==> src/rtl/remap_pkg.sv <==
package remap_pkg;
  localparam int BUS_W = 8;
  localparam int DF_W  = 8;
  localparam int SID_W = BUS_W + DF_W;
  localparam int RSN_W = 4;

  typedef enum logic [1:0] {
    SEL_ROOT = 2'd0,
    SEL_CLO  = 2'd1,
    SEL_CHI  = 2'd2,
    SEL_PTE  = 2'd3
  } stageSel_t;

  typedef struct packed {
    logic      ldReq;
    logic      issueRd;
    stageSel_t sel;
    logic      absorb;
    logic      commitFault;
  } walkCtl_t;

  typedef struct packed {
    logic errHit;
    logic lastLevel;
  } walkStat_t;

  localparam logic [RSN_W-1:0] RSN_PTE_ABSENT  = 4'd1;
  localparam logic [RSN_W-1:0] RSN_WRITE_RO    = 4'd2;
  localparam logic [RSN_W-1:0] RSN_READ_DENIED = 4'd3;
  localparam logic [RSN_W-1:0] RSN_BAD_TYPE    = 4'd4;
  localparam logic [RSN_W-1:0] RSN_WIDTH       = 4'd5;
  localparam logic [RSN_W-1:0] RSN_CTX_ABSENT  = 4'd6;
  localparam logic [RSN_W-1:0] RSN_ROOT_ABSENT = 4'd7;
endpackage

==> src/rtl/remap_ctrl.sv <==
module remap_ctrl
  import remap_pkg::*;
(
  input  logic      clk,
  input  logic      rstN,
  input  logic      reqValid,
  output logic      reqReady,
  output logic      rspValid,
  input  logic      rspReady,
  input  walkStat_t stat,
  output walkCtl_t  ctl
);
  typedef enum logic [1:0] {ST_IDLE, ST_FETCH, ST_CHECK, ST_RESP} walkState_t;

  walkState_t state, stateNxt;
  stageSel_t  stage, stageNxt;

  always_ff @(posedge clk or negedge rstN) begin
    if (!rstN) begin
      state <= ST_IDLE;
      stage <= SEL_ROOT;
    end else begin
      state <= stateNxt;
      stage <= stageNxt;
    end
  end

  always_comb begin
    ctl      = '0;
    stateNxt = state;
    stageNxt = stage;
    reqReady = (state == ST_IDLE);
    rspValid = (state == ST_RESP);
    case (state)
      ST_IDLE: begin
        if (reqValid) begin
          ctl.ldReq = 1'b1;
          stageNxt  = SEL_ROOT;
          stateNxt  = ST_FETCH;
        end
      end
      ST_FETCH: begin
        ctl.issueRd = 1'b1;
        ctl.sel     = stage;
        stateNxt    = ST_CHECK;
      end
      ST_CHECK: begin
        ctl.sel = stage;
        if (stat.errHit) begin
          ctl.commitFault = 1'b1;
          stateNxt        = ST_RESP;
        end else begin
          ctl.absorb = 1'b1;
          if (stage == SEL_PTE && stat.lastLevel) begin
            stateNxt = ST_RESP;
          end else begin
            stateNxt = ST_FETCH;
            if (stage != SEL_PTE) stageNxt = stageSel_t'(stage + 2'd1);
          end
        end
      end
      default: begin
        if (rspReady) stateNxt = ST_IDLE;
      end
    endcase
  end

  AST_ONE_WALK: assert property (@(posedge clk) disable iff (!rstN)
    reqValid && reqReady |=> !reqReady);
  AST_RESP_RELEASE: assert property (@(posedge clk) disable iff (!rstN)
    rspValid && rspReady |=> reqReady && !rspValid);
endmodule

==> src/rtl/remap_dp.sv <==
module remap_dp
  import remap_pkg::*;
#(
  parameter int PA_W    = 52,
  parameter int IN_W    = 64,
  parameter int GAW     = 48,
  parameter int DID_W   = 16,
  parameter int AW_CODE = 2
) (
  input  logic              clk,
  input  logic              rstN,
  input  walkCtl_t          ctl,
  output walkStat_t         stat,
  input  logic [SID_W-1:0]  reqSrcId,
  input  logic [IN_W-1:0]   reqAddr,
  input  logic              reqWrite,
  input  logic [PA_W-1:0]   rootBase,
  output logic [PA_W-1:0]   memAddr,
  input  logic [63:0]       memData,
  output logic [PA_W-1:0]   rspAddr,
  output logic              rspFault,
  output logic [RSN_W-1:0]  rspReason,
  output logic              rspSnoop,
  output logic [DID_W-1:0]  rspDomain,
  output logic              faultValid,
  output logic [RSN_W-1:0]  faultReason,
  output logic [SID_W-1:0]  faultSrcId,
  output logic [IN_W-1:0]   faultAddr
);
  localparam int PAGE_SHIFT = 12;
  localparam int LVL_BITS   = 9;
  localparam int LEVELS     = (GAW - PAGE_SHIFT) / LVL_BITS;
  localparam int LVL_W      = (LEVELS > 1) ? $clog2(LEVELS) : 1;
  localparam int PFN_W      = PA_W - PAGE_SHIFT;
  localparam int DOM_LSB    = 8;

  logic [SID_W-1:0]  srcQ;
  logic [IN_W-1:0]   addrQ;
  logic              wrQ;
  logic [PFN_W-1:0]  ctxPtrQ;
  logic [PFN_W-1:0]  ptrQ;
  logic [LVL_W-1:0]  lvlQ;
  logic              fpdQ;
  logic [DID_W-1:0]  domQ;
  logic [PFN_W-1:0]  frameQ;
  logic              snpQ;
  logic              faultQ;
  logic [RSN_W-1:0]  reasonQ;
  logic              fvQ;

  logic [BUS_W-1:0]    busId;
  logic [DF_W-1:0]     devFn;
  logic [LVL_BITS-1:0] lvlIdx;
  logic [PFN_W-1:0]    entryPfn;
  logic [PA_W-1:0]     ctxBase;
  logic [PA_W-1:0]     ptBase;
  logic [RSN_W-1:0]    errCode;
  logic                errQuiet;
  logic                tooWide;

  assign busId    = srcQ[SID_W-1:DF_W];
  assign devFn    = srcQ[DF_W-1:0];
  assign lvlIdx   = addrQ[PAGE_SHIFT + LVL_BITS*int'(lvlQ) +: LVL_BITS];
  assign entryPfn = memData[PA_W-1:PAGE_SHIFT];
  assign ctxBase  = {ctxPtrQ, {PAGE_SHIFT{1'b0}}};
  assign ptBase   = {ptrQ, {PAGE_SHIFT{1'b0}}};
  assign tooWide  = (addrQ >> GAW) != '0;

  always_comb begin
    case (ctl.sel)
      SEL_ROOT: memAddr = rootBase + PA_W'({busId, 3'b000});
      SEL_CLO:  memAddr = ctxBase + PA_W'({devFn, 4'b0000});
      SEL_CHI:  memAddr = ctxBase + PA_W'({devFn, 4'b1000});
      default:  memAddr = ptBase + PA_W'({lvlIdx, 3'b000});
    endcase
  end

  always_comb begin
    errCode  = '0;
    errQuiet = 1'b0;
    case (ctl.sel)
      SEL_ROOT: begin
        if (!memData[0]) errCode = RSN_ROOT_ABSENT;
      end
      SEL_CLO: begin
        if (!memData[0]) begin
          errCode = RSN_CTX_ABSENT;
        end else if (memData[3:2] != 2'b00) begin
          errCode  = RSN_BAD_TYPE;
          errQuiet = memData[1];
        end
      end
      SEL_CHI: begin
        errQuiet = fpdQ;
        if (memData[2:0] != 3'(AW_CODE) || tooWide) errCode = RSN_WIDTH;
      end
      default: begin
        errQuiet = fpdQ;
        if (memData[1:0] == 2'b00)        errCode = RSN_PTE_ABSENT;
        else if (wrQ && !memData[1])      errCode = RSN_WRITE_RO;
        else if (!wrQ && !memData[0])     errCode = RSN_READ_DENIED;
      end
    endcase
  end

  assign stat.errHit    = (errCode != '0);
  assign stat.lastLevel = (lvlQ == '0);

  always_ff @(posedge clk or negedge rstN) begin
    if (!rstN) begin
      srcQ    <= '0;
      addrQ   <= '0;
      wrQ     <= 1'b0;
      ctxPtrQ <= '0;
      ptrQ    <= '0;
      lvlQ    <= '0;
      fpdQ    <= 1'b0;
      domQ    <= '0;
      frameQ  <= '0;
      snpQ    <= 1'b0;
      faultQ  <= 1'b0;
      reasonQ <= '0;
      fvQ     <= 1'b0;
    end else begin
      fvQ <= 1'b0;
      if (ctl.ldReq) begin
        srcQ    <= reqSrcId;
        addrQ   <= reqAddr;
        wrQ     <= reqWrite;
        lvlQ    <= LVL_W'(LEVELS - 1);
        fpdQ    <= 1'b0;
        faultQ  <= 1'b0;
        reasonQ <= '0;
        snpQ    <= 1'b0;
        domQ    <= '0;
      end
      if (ctl.absorb) begin
        case (ctl.sel)
          SEL_ROOT: ctxPtrQ <= entryPfn;
          SEL_CLO: begin
            ptrQ <= entryPfn;
            fpdQ <= memData[1];
          end
          SEL_CHI: domQ <= memData[DOM_LSB +: DID_W];
          default: begin
            if (lvlQ == '0) begin
              frameQ <= entryPfn;
              snpQ   <= memData[11];
            end else begin
              ptrQ <= entryPfn;
              lvlQ <= lvlQ - 1'b1;
            end
          end
        endcase
      end
      if (ctl.commitFault) begin
        faultQ  <= 1'b1;
        reasonQ <= errCode;
        fvQ     <= !errQuiet;
      end
    end
  end

  assign rspAddr     = faultQ ? '0 : {frameQ, addrQ[PAGE_SHIFT-1:0]};
  assign rspFault    = faultQ;
  assign rspReason   = reasonQ;
  assign rspSnoop    = snpQ;
  assign rspDomain   = domQ;
  assign faultValid  = fvQ;
  assign faultReason = reasonQ;
  assign faultSrcId  = srcQ;
  assign faultAddr   = addrQ;

  AST_NO_ABSORB_ON_ERR: assert property (@(posedge clk) disable iff (!rstN)
    ctl.absorb |-> !stat.errHit);
  AST_FAULT_NEEDS_CODE: assert property (@(posedge clk) disable iff (!rstN)
    faultValid |-> faultReason != '0);
  AST_LEAF_ONLY_AT_FLOOR: assert property (@(posedge clk) disable iff (!rstN)
    ctl.absorb && ctl.sel == SEL_PTE && lvlQ == '0 |=> faultQ == 1'b0);
endmodule

==> src/rtl/dma_remap_walker.sv <==
module dma_remap_walker
  import remap_pkg::*;
#(
  parameter int PA_W    = 52,
  parameter int IN_W    = 64,
  parameter int GAW     = 48,
  parameter int DID_W   = 16,
  parameter int AW_CODE = 2
) (
  input  logic              clk,
  input  logic              rstN,
  input  logic [PA_W-1:0]   rootBase,
  input  logic              reqValid,
  output logic              reqReady,
  input  logic [SID_W-1:0]  reqSrcId,
  input  logic [IN_W-1:0]   reqAddr,
  input  logic              reqWrite,
  output logic              rspValid,
  input  logic              rspReady,
  output logic [PA_W-1:0]   rspAddr,
  output logic              rspFault,
  output logic [RSN_W-1:0]  rspReason,
  output logic              rspSnoop,
  output logic [DID_W-1:0]  rspDomain,
  output logic              faultValid,
  output logic [RSN_W-1:0]  faultReason,
  output logic [SID_W-1:0]  faultSrcId,
  output logic [IN_W-1:0]   faultAddr,
  output logic              memRd,
  output logic [PA_W-1:0]   memAddr,
  input  logic [63:0]       memData
);
  walkCtl_t  ctl;
  walkStat_t stat;

  remap_ctrl u_ctrl (
    .clk      (clk),
    .rstN     (rstN),
    .reqValid (reqValid),
    .reqReady (reqReady),
    .rspValid (rspValid),
    .rspReady (rspReady),
    .stat     (stat),
    .ctl      (ctl)
  );

  remap_dp #(
    .PA_W    (PA_W),
    .IN_W    (IN_W),
    .GAW     (GAW),
    .DID_W   (DID_W),
    .AW_CODE (AW_CODE)
  ) u_dp (
    .clk         (clk),
    .rstN        (rstN),
    .ctl         (ctl),
    .stat        (stat),
    .reqSrcId    (reqSrcId),
    .reqAddr     (reqAddr),
    .reqWrite    (reqWrite),
    .rootBase    (rootBase),
    .memAddr     (memAddr),
    .memData     (memData),
    .rspAddr     (rspAddr),
    .rspFault    (rspFault),
    .rspReason   (rspReason),
    .rspSnoop    (rspSnoop),
    .rspDomain   (rspDomain),
    .faultValid  (faultValid),
    .faultReason (faultReason),
    .faultSrcId  (faultSrcId),
    .faultAddr   (faultAddr)
  );

  assign memRd = ctl.issueRd;

  AST_IDLE_NO_FETCH: assert property (@(posedge clk) disable iff (!rstN)
    reqReady |-> !memRd);
  AST_RSP_HOLD: assert property (@(posedge clk) disable iff (!rstN)
    rspValid && !rspReady |=> rspValid && $stable(rspAddr) && $stable(rspFault)
      && $stable(rspReason) && $stable(rspSnoop) && $stable(rspDomain));
  AST_FAULT_WITH_RSP: assert property (@(posedge clk) disable iff (!rstN)
    faultValid |-> rspValid && rspFault);
  AST_FAULT_PULSE: assert property (@(posedge clk) disable iff (!rstN)
    faultValid |=> !faultValid);
  AST_OK_NO_RECORD: assert property (@(posedge clk) disable iff (!rstN)
    rspValid && !rspFault |-> !faultValid);
endmodule

==> config.mk <==
export PLATFORM = sky130hd
export DESIGN_NAME = dma_remap_walker
export DESIGN_NICKNAME = d
export VERILOG_FILES = /design/src/rtl/remap_pkg.sv /design/src/rtl/remap_ctrl.sv /design/src/rtl/remap_dp.sv /design/src/rtl/dma_remap_walker.sv
export SDC_FILE = /design/constraint.sdc
export NUM_CORES = 1
export LEC_CHECK = 0
export ABC_CLOCK_PERIOD_IN_PS = 4400
export BUFFER_PORTS_ARGS = -buffer_cell sky130_fd_sc_hd__buf_2
export CAP_MARGIN = 25
export CELL_PAD_IN_SITES_DETAIL_PLACEMENT = 1
export CELL_PAD_IN_SITES_GLOBAL_PLACEMENT = 2
export CORE_UTILIZATION = 32
export DETAILED_ROUTE_END_ITERATION = 10
export GPL_TIMING_DRIVEN = 0
export PLACE_DENSITY = 0.83
export SETUP_SLACK_MARGIN = 0.4
export SLEW_MARGIN = 20
export SYNTH_ARGS = -nofsm -noshare
export SYNTH_HDL_FRONTEND = slang
export SYNTH_SLANG_ARGS = --single-unit
==> constraint.sdc <==
create_clock -name clk -period 4.4 [get_ports clk]
set_clock_uncertainty 0.1 [all_clocks]
set_input_delay 0.22 -clock clk [delete_from_list [all_inputs] [get_ports clk]]
set_output_delay 0.22 -clock clk [all_outputs]
set_load 0.1 [all_outputs]
# Word-level counts from Yosys, hierarchy flattened
# Cells that the tools add are included.
[word_totals] elab_cells=116 register_bits=231
[classes] shifts=1 n_mul=1 n_addsub=7 n_bitwise=2 n_mux=51 reduce_logical=26 n_eq_ne=13
[op_table] op="52-bit by 12-bit adder with 52-bit output" n=3
[op_table] op="52-bit case mux with 3 select lines" n=1
[op_table] op="40-bit case mux with 2 select lines" n=1
[op_table] op="64-bit nonzero test" n=1
[op_table] op="64-bit by 32-bit variable part select with 9-bit output" n=1
[op_table] op="52-bit by 11-bit adder with 52-bit output" n=1
[op_table] op="52-bit two-way mux" n=1
[op_table] op="16-bit two-way mux" n=3
[op_table] op="40-bit two-way mux" n=1
[op_table] op="5-bit by 32-bit adder with 32-bit output, first input constant" n=1
[op_table] op="2-bit two-way mux" n=15
[op_table] op="4-bit two-way mux" n=5
[op_table] op="1-bit two-way mux" n=17
[op_table] op="4-bit case mux with 3 select lines" n=1
[op_table] op="3-bit two-way mux" n=3
[op_table] op="2-bit equality test, second input constant" n=4
[op_table] op="2-bit logical NOT" n=4
[op_table] op="2-bit != test, second input constant" n=4
[op_table] op="4-bit nonzero test" n=2
[op_table] op="4-bit by 2-bit multiplier with 6-bit output, first input constant" n=1
[op_table] op="2-bit case mux with 3 select lines" n=1
[op_table] op="3-bit AND reduction" n=2
[op_table] op="2-bit nonzero test" n=3
[op_table] op="5-bit AND reduction" n=1
[op_table] op="14 further kinds" n=24

# Depth between registers and ports, before layout
[logic_depth] word_depth=10 mapped_depth=12 mapped_depth_nobuf=9

# Hierarchy
# From an unflattened synthesis, not the netlist that was laid out.
[hier_totals] hier_cells=1074 area_unflattened_um2=12285.5
[modules_own_cells] module="remap_dp" area_each_um2=11969.0 n_inst=1 cells_each=1045
[modules_own_cells] module="remap_ctrl" area_each_um2=316.6 n_inst=1 cells_each=29

# Worst setup path after synthesis
# Ideal clock, no wire load.
[synth_timing] path_type="flip-flop to output port" startpoint="register u_dp.lvlQ[0]" endpoint="output port memAddr[8]" n_path_buf=5 t_arrival_ns=4.842 setup_slack_ns=-0.762 path_stages_with_launch=11 required_ns=4.080 path_cell_list="dfrtp_1 > buf_2 > buf_2 > buf_2 > inv_1 > ha_1 > buf_1 > clkbuf_1 > mux2_2 > o21ai_0 > a222oi_1"
[synth_between] elab_chain_len=5
[synth_rtl] element="start: declaration" line_no="remap_dp.sv:42" source="logic [LVL_W-1:0] lvlQ;"
[synth_rtl] element="start signal: assignment" line_no="remap_dp.sv:130" source="lvlQ <= LVL_W'(LEVELS - 1);"
[synth_rtl] element="start signal: assignment" line_no="remap_dp.sv:151" source="lvlQ <= lvlQ - 1'b1;"
[synth_rtl] element="4-bit by 2-bit multiplier with 6-bit output" line_no="remap_dp.sv:63" source="assign lvlIdx = addrQ[PAGE_SHIFT + LVL_BITS*int'(lvlQ) +: LVL_BITS];"
[synth_rtl] element="5-bit by 32-bit adder with 32-bit output" line_no="remap_dp.sv:63"
[synth_rtl] element="64-bit by 32-bit variable part select with 9-bit output" line_no="remap_dp.sv:63"
[synth_rtl] element="52-bit by 12-bit adder with 52-bit output" line_no="remap_dp.sv:74" source="default: memAddr = ptBase + PA_W'({lvlIdx, 3'b000});"
[synth_rtl] element="52-bit case mux with 3 select lines" line_no="remap_dp.sv:70" source="case (ctl.sel)"
[synth_rtl] element="end: declaration" line_no="dma_remap_walker.sv:30" source="output logic [PA_W-1:0] memAddr,"
# Every way passes these cells.

# Worst setup path in the final report
[layout_timing] startpoint="register u_dp.lvlQ[0]" endpoint="output port memAddr[11]"
# The elaborated chain is that of the path after synthesis.

==> flow_summary.json <==
{
  "fillerInstances": 4320,
  "synthCells": 1093,
  "ys.flop_type": "dfrtp_1",
  "route.detailed.wl_per_inst_um": 23.7,
  "clkTransAtPathRegs_ps": 60,
  "area_delta_synth_final_pct": 42.0,
  "reg2reg_setup_slack_ps": 1130,
  "drc": 0,
  "period_needed_ps": 3870,
  "r2r_cells": 10,
  "core_um2": 38800,
  "grt_setup_unrepaired": "yes",
  "first_pass_iters": 5,
  "synth_seq_cells": 230,
  "worst_slew_margin_rel_pct": 27.9,
  "clockBufferDepth": 3,
  "chipHeight_um": 201,
  "hold_class": "input pin to async pin",
  "vias": 11600,
  "cp.arrival_ps": 3550,
  "hpwl_um": 38100,
  "clk_latency_ps": 570,
  "worst_setup_path_end_kind": "output pin",
  "synth_area_leaders": "dfrtp_1 45%, mux2_2 11%, mux2_1 7.1%",
  "slew_viol_final": 0,
  "overflow": 0,
  "pin_count": 415,
  "setup_viol": 0,
  "hold_viol": 0,
  "worst_setup_path_start_kind": "register",
  "max_freq_ghz": 0.259,
  "fin_util_pct": 46.3,
  "yosys_warnings": 0,
  "post-route-period-util_pct": 87.9,
  "crit-reg2reg-launch": "u_ctrl.state[0]",
  "cts_buffers": 28,
  "syn_area_per_cell_um2": 11.6,
  "path_max_fanout": 10,
  "dieArea_um2": 40400,
  "ant_nets": 0,
  "cts_tree": "done",
  "grt_pass1_vias": 12500,
  "cp_data_required_time_ps": 4080,
  "finalWeightedCongestion": 0.869,
  "synth_commonest_cells": "230 x dfrtp_1, 128 x mux2_2, 84 x nand2_1",
  "synth_edf_count": 0,
  "cts-root-buf": "clkbuf_16",
  "seq_area_frac_synth_pct": 45.4,
  "path_class": "register to output pin",
  "rows": 72,
  "via_per_inst": 5.27,
  "wl_um": 52100,
  "chipWidth_um": 201,
  "htreeDepth": 1,
  "drive_gt1_share_pct": 42.0,
  "grt_max_degree": 74,
  "synth_top_area_cell": "dfrtp_1",
  "r2r-end": "u_dp.ptrQ[34]",
  "grt_pass1_wl_um": 78600,
  "synth_cell_types": 70,
  "grt_use_total_pct": 25.6,
  "yosys.area.top_type_share_pct": 45.4,
  "worst_pin_slew_ps": 1070,
  "synth_area_um2": 12700,
  "maxCapViolCount": 0,
  "numPortBuffers": 395,
  "nets": 1876,
  "synth.most_common_cell": "dfrtp_1",
  "async_flop_share_pct": 100,
  "antenna_found_initial": 2,
  "cts_sinks": 230,
  "status": "completed",
  "first_iter_violations": 569,
  "initial_core_util_pct": 32.6
}
[sequential cells by signal, indices dropped and copies added (netlist names), 3 cells and up]
name	cells
u_dp.frameQ	40
u_dp.faultSrcId	16
u_dp.rspDomain	16
u_dp.faultReason	3
u_dp.ctxPtrQ	40
u_dp.ptrQ	40
u_dp.faultAddr	64
[repair_timing]
action / in CTS / in global routing
pin swaps: 0 / 1
setup endpoints to repair: 40 / 36
resized for setup: 24 / 29
hold buffers: 132 / 0
buffers inserted: 1 / 2
hold endpoints to repair: 398 / 0
[worst max-delay path by stage]
| stage | depth (start not counted) | to | start |
|---|---|---|---|
| after floorplan | 10 | memAddr[8] | u_dp.lvlQ[1] |
| after global placement | 1 | u_dp.faultSrcId[10] | rstN |
| after detailed placement | 10 | memAddr[35] | u_ctrl.state[0] |
| after CTS | 10 | memAddr[34] | u_dp.faultSrcId[15] |
| after global routing | 12 | memAddr[11] | u_dp.lvlQ[0] |
| final | 12 | memAddr[11] | u_dp.lvlQ[0] |
[routing by layer]
| layer | track usage (%) | wire (um) | share of wire [%] | vias to the layer above |
|---|---|---|---|---|
| met3 | 4.76 | 3030 | 5.8 | 92 |
| met4 | 9.13 | 1860 | 3.6 | 0 |
| met1 | 30.1 | 20400 | 39 | 5879 |
| met5 | 0 | 0 | 0 | - |
| li1 | - | - | - | 5143 |
| met2 | 46.2 | 26800 | 52 | 459 |
[logic make-up after synthesis]
group / after synthesis / share of synthesized area (%)
xor gates and xnor gates: 36 / 2.49
adders and majority gates: 17 / 1.74
muxes: 259 / 25.9
other: 1 / 0.0296
AOI/OAI and AO/OA: 188 / 9.84
and+or+nand+nor: 267 / 10.9
buffers and inverters: 95 / 3.68
DFF: 230 / 45.4
[stage by stage]
step / cells / instance area (um^2) / worst slack, ps / setup TNS, ps / hold WS, ps
after floorplan: 1094 / 12900 / -81.4 / -81.4 / -176
after global placement: 2007 / 15500 / -1600 / -258770 / 333
after detailed placement: 2010 / 15600 / 465 / 0 / 16.7
after CTS: 2193 / 17900 / 345 / 0 / 22.2
after global routing: 2198 / 18000 / 292 / 0 / 50.6
final: 2198 / 18000 / 534 / 0 / 30.0
[final cells by class]
| cell class | instances | area [um^2] | share of cell area [%] |
|---|---|---|---|
| sequential | 230 | 5760 | 32.0 |
| antenna | 2 | 5.00 | 0.0278 |
| multi-input combinational | 769 | 6670 | 37.1 |
| clock inverter | 7 | 80.1 | 0.445 |
| tap | 518 | 648 | 3.60 |
| timing repair buffer | 534 | 3490 | 19.4 |
| buffer | 78 | 467 | 2.59 |
| inverter | 17 | 63.8 | 0.355 |
| clock buffer | 43 | 807 | 4.49 |
[critical path, cell delays in order (launching register included)]
cell and delay (ps):
dfrtp_1 440, buf_8 200, buf_8 160, buf_6 170, inv_2 80, ha_4 260
buf_6 150, mux4_2 520, a21oi_1 220, a21oi_1 170, a221oi_1 250, nand2_1 90
buf_4 240
[cell usage in the layout, fill, tap and decap left out, types with 5 or more instances in the layout]
cell and n:
buf_2 380, dfrtp_1 229, dlygate4sd3_1 132, mux2_2 128, nand2_1 84, mux2_1 80
nor2b_1 54, clkbuf_1 38, mux4_2 34, o21ai_0 33, nor2_1 32, clkbuf_16 28
buf_4 24, a22oi_1 22, o21ai_2 22, xnor2_1 22, nand3_1 22, a21oi_1 21
mux2i_1 17, inv_1 16, clkbuf_4 16, ha_1 15, nor3_1 14, xor2_1 13
o21ai_1 13, and3_1 11, nor4_1 11, nand4_1 10, clkbuf_2 9, buf_6 8
a21oi_2 7, nand2b_1 6, buf_8 6, buf_1 6, a221oi_1 6, a31oi_1 6
clkbuf_8 5
Power is not shown: default switching activity piles up to over one toggle a cycle in this logic, so the estimate is an artifact.
